<file path="config.mk">
export PLATFORM = sky130hd
export DESIGN_NAME = cpu_clk_switch
export DESIGN_NICKNAME = d
export VERILOG_FILES = /design/src/rtl/cksw_pkg.sv /design/src/rtl/cksw_ctrl.sv /design/src/rtl/cksw_datapath.sv /design/src/rtl/cpu_clk_switch.sv
export SDC_FILE = /design/constraint.sdc
export NUM_CORES = 1
export LEC_CHECK = 0
export ABC_AREA = 1
export BUFFER_PORTS_ARGS = -buffer_cell sky130_fd_sc_hd__buf_4
export CORE_AREA = 2 2 97 62
export DETAILED_ROUTE_END_ITERATION = 8
export DIE_AREA = 0 0 99 64
export PLACE_DENSITY_LB_ADDON = 0.05
export SYNTH_ARGS = -nofsm -noshare
export SYNTH_HDL_FRONTEND = slang
export SYNTH_SLANG_ARGS = --single-unit
</file>
<file path="constraint.sdc">
create_clock -name clk -period 1.6 [get_ports clk]
set_clock_uncertainty 0.1 [all_clocks]
set_input_delay 0.16 -clock clk [delete_from_list [all_inputs] [get_ports clk]]
set_output_delay 0.16 -clock clk [all_outputs]
set_load 0.02 [all_outputs]
</file>
<file path="src/rtl/cksw_pkg.sv">
package cksw_pkg;
  localparam int DIV_W = 6;
  localparam int NUM_SLOTS = 2;
  localparam int BIT_BUSY = 28;
  localparam int BIT_EN = 26;
  localparam int BIT_FINAL = 11;
  localparam int BIT_SLOT = 10;
  localparam int SLOT1_BASE = 16;
  localparam logic [31:0] SLOT_MASK0 = 32'h0000_03F7;
  localparam logic [31:0] SLOT_MASK1 = SLOT_MASK0 << SLOT1_BASE;

  typedef struct packed {
    logic [1:0]       pre;
    logic             post;
    logic [DIV_W-1:0] div;
  } slot_cfg_t;

  typedef struct packed {
    logic closeVld;
    logic closeIdx;
    logic openVld;
    logic openIdx;
  } gate_cmd_t;

  typedef enum logic [1:0] {ST_IDLE, ST_DRAIN, ST_SYNC} hand_state_t;
endpackage

</file>
<file path="src/rtl/cksw_ctrl.sv">
module cksw_ctrl
  import cksw_pkg::*;
#(
  parameter int SYNC_CYC = 2
) (
  input  logic            clk,
  input  logic            rstN,
  input  logic            wrEn,
  input  logic [31:0]     wrData,
  input  logic [1:0]      slotRaw,
  output logic [31:0]     rdData,
  output slot_cfg_t       slotCfg [NUM_SLOTS],
  output logic            finalPll,
  output logic            outEn,
  output gate_cmd_t       gateCmd
);
  localparam int CNT_W = (SYNC_CYC > 1) ? $clog2(SYNC_CYC) : 1;
  localparam logic [CNT_W-1:0] CNT_LAST = CNT_W'(SYNC_CYC - 1);

  logic [31:0] ctrlQ;
  logic [31:0] protectMask;
  logic        activeSel;
  logic        busy;
  logic [CNT_W-1:0] syncCnt;
  hand_state_t state;

  assign busy = (state != ST_IDLE) || (ctrlQ[BIT_SLOT] != activeSel);
  assign rdData = ctrlQ | (32'(busy) << BIT_BUSY);
  assign finalPll = ctrlQ[BIT_FINAL];
  assign outEn = ctrlQ[BIT_EN];

  genvar s;
  generate
    for (s = 0; s < NUM_SLOTS; s++) begin : g_cfg
      localparam int BASE = s * SLOT1_BASE;
      assign slotCfg[s].pre  = ctrlQ[BASE+1:BASE];
      assign slotCfg[s].post = ctrlQ[BASE+2];
      assign slotCfg[s].div  = ctrlQ[BASE+4+DIV_W-1:BASE+4];
    end
  endgenerate

  always_comb begin
    protectMask = '0;
    if (busy) begin
      protectMask = (32'd1 << BIT_SLOT) | (ctrlQ[BIT_SLOT] ? SLOT_MASK1 : SLOT_MASK0);
    end
  end

  always_ff @(posedge clk) begin
    if (!rstN) begin
      ctrlQ <= '0;
    end else if (wrEn) begin
      ctrlQ <= ((wrData & ~protectMask) | (ctrlQ & protectMask)) & ~(32'd1 << BIT_BUSY);
    end
  end

  always_comb begin
    gateCmd = '0;
    if (state == ST_DRAIN && !slotRaw[activeSel]) begin
      gateCmd.closeVld = 1'b1;
      gateCmd.closeIdx = activeSel;
    end
    if (state == ST_SYNC && syncCnt == CNT_LAST) begin
      gateCmd.openVld = 1'b1;
      gateCmd.openIdx = ctrlQ[BIT_SLOT];
    end
  end

  always_ff @(posedge clk) begin
    if (!rstN) begin
      state     <= ST_IDLE;
      activeSel <= 1'b0;
      syncCnt   <= '0;
    end else begin
      case (state)
        ST_IDLE: begin
          if (ctrlQ[BIT_SLOT] != activeSel) state <= ST_DRAIN;
        end
        ST_DRAIN: begin
          if (gateCmd.closeVld) begin
            state   <= ST_SYNC;
            syncCnt <= '0;
          end
        end
        ST_SYNC: begin
          if (gateCmd.openVld) begin
            state     <= ST_IDLE;
            activeSel <= gateCmd.openIdx;
          end else begin
            syncCnt <= syncCnt + 1'b1;
          end
        end
        default: state <= ST_IDLE;
      endcase
    end
  end

  // a fresh request shows busy on the next cycle
  p_busy_on_req_r7: assert property (@(posedge clk) disable iff (!rstN)
    (!busy && wrEn && (wrData[BIT_SLOT] != ctrlQ[BIT_SLOT])) |=> busy);
  // slot-select cannot move while busy
  p_sel_hold_r9: assert property (@(posedge clk) disable iff (!rstN)
    (busy && wrEn) |=> $stable(ctrlQ[BIT_SLOT]));
  // busy only clears out of the synchronizer wait
  p_busy_fall_r8: assert property (@(posedge clk) disable iff (!rstN)
    $fell(busy) |-> ($past(state) == ST_SYNC));
  // the stored busy bit is never set
  p_busy_ro_r10: assert property (@(posedge clk) disable iff (!rstN)
    !ctrlQ[BIT_BUSY]);
endmodule

</file>
<file path="src/rtl/cksw_datapath.sv">
module cksw_datapath
  import cksw_pkg::*;
(
  input  logic       clk,
  input  logic       rstN,
  input  logic       xtalTick,
  input  logic       fixDiv2Tick,
  input  logic       fixDiv3Tick,
  input  logic       pllTick,
  input  slot_cfg_t  slotCfg [NUM_SLOTS],
  input  logic       finalPll,
  input  logic       outEn,
  input  gate_cmd_t  gateCmd,
  output logic [1:0] slotRaw,
  output logic       cpuTick
);
  logic [NUM_SLOTS-1:0] gateOpen;
  logic [NUM_SLOTS-1:0] gated;
  logic dynTick;

  genvar s;
  generate
    for (s = 0; s < NUM_SLOTS; s++) begin : g_slot
      logic srcTick;
      logic [DIV_W-1:0] divCnt;
      logic divHit;

      always_comb begin
        case (slotCfg[s].pre)
          2'd1:    srcTick = fixDiv2Tick;
          2'd2:    srcTick = fixDiv3Tick;
          default: srcTick = xtalTick;
        endcase
      end

      assign divHit = (divCnt >= slotCfg[s].div);

      always_ff @(posedge clk) begin
        if (!rstN || !gateOpen[s]) begin
          divCnt <= '0;
        end else if (srcTick && slotCfg[s].post) begin
          divCnt <= divHit ? '0 : divCnt + 1'b1;
        end
      end

      assign slotRaw[s] = slotCfg[s].post ? (srcTick && divHit) : srcTick;
      assign gated[s]   = slotRaw[s] && gateOpen[s];
    end
  endgenerate

  assign dynTick = |gated;

  always_ff @(posedge clk) begin
    if (!rstN) begin
      gateOpen <= 2'b01;
    end else begin
      if (gateCmd.closeVld) gateOpen[gateCmd.closeIdx] <= 1'b0;
      if (gateCmd.openVld)  gateOpen[gateCmd.openIdx]  <= 1'b1;
    end
  end

  always_ff @(posedge clk) begin
    if (!rstN) cpuTick <= 1'b0;
    else       cpuTick <= outEn && (finalPll ? pllTick : dynTick);
  end

  // the two slot gates are never open together
  p_gate_onehot_r8: assert property (@(posedge clk) disable iff (!rstN)
    $onehot0(gateOpen));
  // a new gate opens only after the old one is shut
  p_open_after_close_r8: assert property (@(posedge clk) disable iff (!rstN)
    gateCmd.openVld |-> (gateOpen == '0));
  // no output pulse without the enable
  p_en_gate_r2: assert property (@(posedge clk) disable iff (!rstN)
    cpuTick |-> $past(outEn));
endmodule

</file>
<file path="src/rtl/cpu_clk_switch.sv">
module cpu_clk_switch
  import cksw_pkg::*;
#(
  parameter int SYNC_CYC = 2
) (
  input  logic        clk,
  input  logic        rstN,
  input  logic        wrEn,
  input  logic [31:0] wrData,
  output logic [31:0] rdData,
  input  logic        xtalTick,
  input  logic        fixDiv2Tick,
  input  logic        fixDiv3Tick,
  input  logic        pllTick,
  output logic        cpuTick
);
  slot_cfg_t slotCfg [NUM_SLOTS];
  gate_cmd_t gateCmd;
  logic [1:0] slotRaw;
  logic finalPll;
  logic outEn;

  cksw_ctrl #(.SYNC_CYC(SYNC_CYC)) i_ctrl (
    .clk(clk), .rstN(rstN), .wrEn(wrEn), .wrData(wrData),
    .slotRaw(slotRaw), .rdData(rdData), .slotCfg(slotCfg),
    .finalPll(finalPll), .outEn(outEn), .gateCmd(gateCmd)
  );

  cksw_datapath i_dp (
    .clk(clk), .rstN(rstN), .xtalTick(xtalTick), .fixDiv2Tick(fixDiv2Tick),
    .fixDiv3Tick(fixDiv3Tick), .pllTick(pllTick), .slotCfg(slotCfg),
    .finalPll(finalPll), .outEn(outEn), .gateCmd(gateCmd),
    .slotRaw(slotRaw), .cpuTick(cpuTick)
  );
endmodule

</file>
# Word level (Yosys, flattened, before mapping)
# Index checks and enable logic that the tools add are counted.
# W data, S select, Z words.
[classes] n_reduce_logical=25 add_sub_neg=3 order_cmp=7 n_mux=27 n_eq_ne=11 bitwise_logic=8
[ops] operator="$and A32 B32 Y32" n=2
[ops] operator="$mux W26" n=2
[ops] operator="$not A32 Y32" n=1
[ops] operator="$or A32 B29 Y32" n=1
[ops] operator="$or A32 B32 Y32" n=1
[ops] operator="$mux W2" n=8
[ops] operator="$add A6 B1 Y6 const B" n=2
[ops] operator="$ge A6 B6 Y1" n=2
[ops] operator="$mux W6" n=2
[ops] operator="$logic_and A1 B1 Y1" n=11
[ops] operator="$mux W1" n=9
[ops] operator="$eq A2 B1 Y1 const B" n=3
[ops] operator="$eq A2 B2 Y1 const B" n=3
[ops] operator="$lt A1 B2 Y1 const B" n=3
[ops] operator="$ne A2 B2 Y1 const B" n=3
[ops] operator="$pmux W1 S2" n=3
[ops] operator="$pmux W2 S3" n=1
[ops] operator="$reduce_and A3 Y1" n=2
[ops] operator="$logic_not A1 Y1" n=4
[ops] operator="$reduce_bool A2 Y1" n=2
[ops] operator="$logic_or A1 B1 Y1" n=3
[ops] operator="$and A2 B2 Y2" n=1
[ops] operator="$demux W1 S1" n=2
[ops] operator="$ge A1 B1 Y1 const B" n=2
[ops] operator="8 further kinds" n=8
[word_totals] regBits=50 input_bits=39 word_cells=89 out_inout_bits=33

# Logic depth before layout (Yosys ltp)
[logic_depth] depth_word=19 mapped_depth=12 mapped_depth_nobuf=12

# Modules after synthesis
# From an unflattened synthesis, not the netlist that was laid out.
[unflattened] cells_unflattened=400 area_unflattened_um2=2827.7
[by_module_without_submodules] module="cksw_ctrl" instances=1 cells_each=214 area_per_inst_um2=1576.5 seq_area_each_um2=700.7
[by_module_without_submodules] module="cksw_datapath" instances=1 cells_each=186 area_per_inst_um2=1251.2 seq_area_each_um2=300.3

# Least setup slack after synthesis
# OpenSTA, ideal clock, no wires.
[synth_timing] path_type="register -> register" from="register with a tool-made name" to="register i_dp.g_slot[1].divCnt[3]" path_slack_ns=-0.230 path_stages_with_launch=10 setup_ns=0.057 synth_period_minus_slack_ns=1.830 t_arrival_ns=1.673 t_required_ns=1.443 n_path_buf=0 cell_sequence="dfxtp_1 -> inv_1 -> ha_1 -> nand2_1 -> inv_1 -> a21oi_2 -> nand2_1 -> a21oi_1 -> nand2_1 -> o21ba_2"
[synth_rtl] item="to (signal assigned)" line="cksw_datapath.sv:42" text="divCnt <= divHit ? '0 : divCnt + 1'b1;"
[synth_rtl] item="to (decl)" line="cksw_datapath.sv:25" text="logic [DIV_W-1:0] divCnt;"

==> flow_summary.toml <==
[outcome]
status = "finished with violations"
violations = "setup timing"

[finish]
post-route-util_pct = 76.5
layout_common_cells = "buf_4, inv_1, nor2_1, a21oi_1, dfxtp_1"
fin_nets = 505
final_common_cell = "buf_4"
antenna-diode-count = 0
syn_to_final_growth_pct = 70.6
drive_gt1_share_pct = 51.0
fin_cells = 518

[sta]
min_period_ns = 1.71
setup_viol = 12
tightest_slew_ns = 0.274
clock.fmax_mhz = 585
slew_headroom_pct = 81.7
fin_crit_sh_pct = 107
setup_ws_ns = -0.110
slew_violations = 0
rsz0062_at_grt = "yes"
hold_viol_final = 0

[logic_synthesis]
ys.warnings.count = 0
synth_nets = 385
syn_inst = 328
syn_area_mm2 = 0.00242
postSynthAreaPerCell_um2 = 7.37
seq_area_frac_synth_pct = 41.4
synth-seq-cells = 50
ys_types = 25

[setup_path]
cp-end-kind = "register"
reg2regPathDepth = 9
critPathRequiredTime_ns = 1.75
reg2reg_to = "i_dp.g_slot[1].divCnt[3]"
worst-endpoint-arrival_ns = 1.86
critical_path_class = "register to register"
rrSetupSlack_ns = -0.11
start_kind = "register"
cp_max_fo = 3

[clock_tree]
clockBufferDepth = 2
cts_root_buf = "clkbuf_8"
clock-sinks = 50
cts_tree = "done"
cts_htree_levels = 2
cts_buffers = 5
clk_pin_slew_ns = 0.09
worstSkewPairLatency_ns = 0.30

[routing]
firstDrtPassIters = 4
via_per_inst = 4.85
highest_layer = "met4"
wl_mm = 6.62
met3WireLength_um = 352
drtIter0Drc = 79
ant_nets = 0
wl_met2_mm = 2.96
drt-met1-wl_mm = 3.24
vias = 2512
wl_per_cell_um = 12.8
drc = 0

[hold_path]
hold_path_depth = 3
min_path_type = "input pin to register"
hp-start = "wrData[7]"

[grt]
grt_max_degree = 23
grt_pass1_vias = 2319
antenna_found_initial = 0
grt_pass1_wl_mm = 10.5
grt_remaining_overflow = 0
grt_usage_pct = 20.6

[job]
cap_violations = 0

[power]
internal-power_mw = 3.07
switchingPower_mw = 1.86
pwr_density_cell_mw_per_mm2 = 1200
clockPowerShare_pct = 19.8
switching_share_pct = 37.7
combPwrFrac_pct = 47.9
seqPwrFrac_pct = 32.3
p_leak_nw = 1.83
irDropWorstVdd_mv = 0.685

[place]
hpwl_mm = 4.27
gp_congestion = 0.868
dp.cells = 486
port_buffers = 70

[floorplan]
dieArea_mm2 = 0.00634
row_count = 21
fp.dieW_um = 99
ios = 72
core_area_mm2 = 0.00539
die_y_um = 64
initial_core_util_pct = 44.9
-- worst max-delay path: stages (launching register included) --
cell and delay (ns):
dfxtp_4 0.38, inv_4 0.04, ha_4 0.26, inv_4 0.04, o21ai_4 0.16, nor2_4 0.07
buf_4 0.14, a21oi_4 0.19, nand2_1 0.08, o21ba_4 0.20
-- worst max-delay path by stage --
stage / slack [ns] / depth (start not counted) / from / endpoint
floorplan: -0.05 / 11 / register / i_dp.g_slot[1].divCnt[3]
global placement: -0.11 / 10 / i_dp.g_slot[0].divCnt[0] / i_dp.gateOpen[0]
detailed placement: -0.13 / 10 / register / i_dp.gateOpen[0]
CTS: -0.04 / 11 / register / i_dp.g_slot[0].divCnt[4]
global route: -0.18 / 10 / register / i_dp.gateOpen[0]
finish: -0.11 / 9 / register / i_dp.g_slot[1].divCnt[3]
-- cell usage after synthesis (all sizes together) --
master / number / area share [%]
buf: 5 / 1.7
ha: 18 / 9.3
dfxtp: 50 / 41
o211ai: 1 / 0.52
a211oi: 2 / 0.62
nand2: 45 / 7.0
and3: 1 / 0.26
o21ai: 43 / 9.5
nand3: 15 / 3.1
nor2: 42 / 6.7
o21ba: 1 / 0.41
nor3: 5 / 1.2
a21oi: 36 / 7.9
clkbuf: 5 / 0.78
o21a: 1 / 0.31
nand4: 1 / 0.26
inv: 57 / 8.9
-- power groups by stage --
stage | sequential (mW) | combinational (mW) | clock, mW
floorplan | 1.75 | 0.909 | 0
global placement | 1.59 | 1.61 | 0
detailed placement | 1.59 | 1.64 | 0
CTS | 1.57 | 1.80 | 1.00
global route | 1.62 | 2.57 | 1.06
finish | 1.59 | 2.36 | 0.976
-- routing by layer --
metal | vias up | track usage [%]
li1 | 1297 | -
met1 | 1145 | 29.1
met2 | 61 | 31.5
met3 | 9 | 5.03
met4 | 0 | 5.65
met5 | - | 0
-- cell families after synthesis --
group | after synthesis | synth area share (%)
adder cells (fa/ha/maj) | 18 | 9.32
AO/OA/AOI/OAI | 84 | 19.3
buffers and inverters | 67 | 11.3
AND/OR/NAND/NOR | 109 | 18.6
flip-flops | 50 | 41.4
-- final cells by class --
class                   count  area (µm²)
clock buffers               8         133
repair buffers            123        1000
inverters                  57         239
fillers                   396        1260
flip-flops and latches     50        1050
multi-input cells         211        1610
well taps                  69        86.3
-- stage by stage --
stage | cell area (µm²) | total power [mW] | hold slack [ns] | TNS, ns | setup slack [ns]
4_1_cts | 3770 | 4.38 | 0.00250 | -0.152 | -0.0393
3_3_place_gp | 3350 | 3.20 | 0.281 | -0.649 | -0.107
5_1_grt | 4120 | 5.25 | 0.0117 | -2.25 | -0.184
3_5_place_dp | 3350 | 3.23 | 0.286 | -0.836 | -0.129
2_1_floorplan | 2580 | 2.66 | 0.188 | -0.0916 | -0.0461
6_report | 4120 | 4.93 | 0.00479 | -0.543 | -0.110
-- what timing repair did --
action / in CTS / in global routing
pin swaps: 20 / 34
gates resized for setup: 39 / 64
setup buffers: 2 / 8
hold buffers: 12 / 1
gates cloned: 0 / 1
endpoints found under the hold margin: 12 / 1
setup endpoints to repair: 15 / 28
No activity file was read; power rests on OpenSTA's default activity.
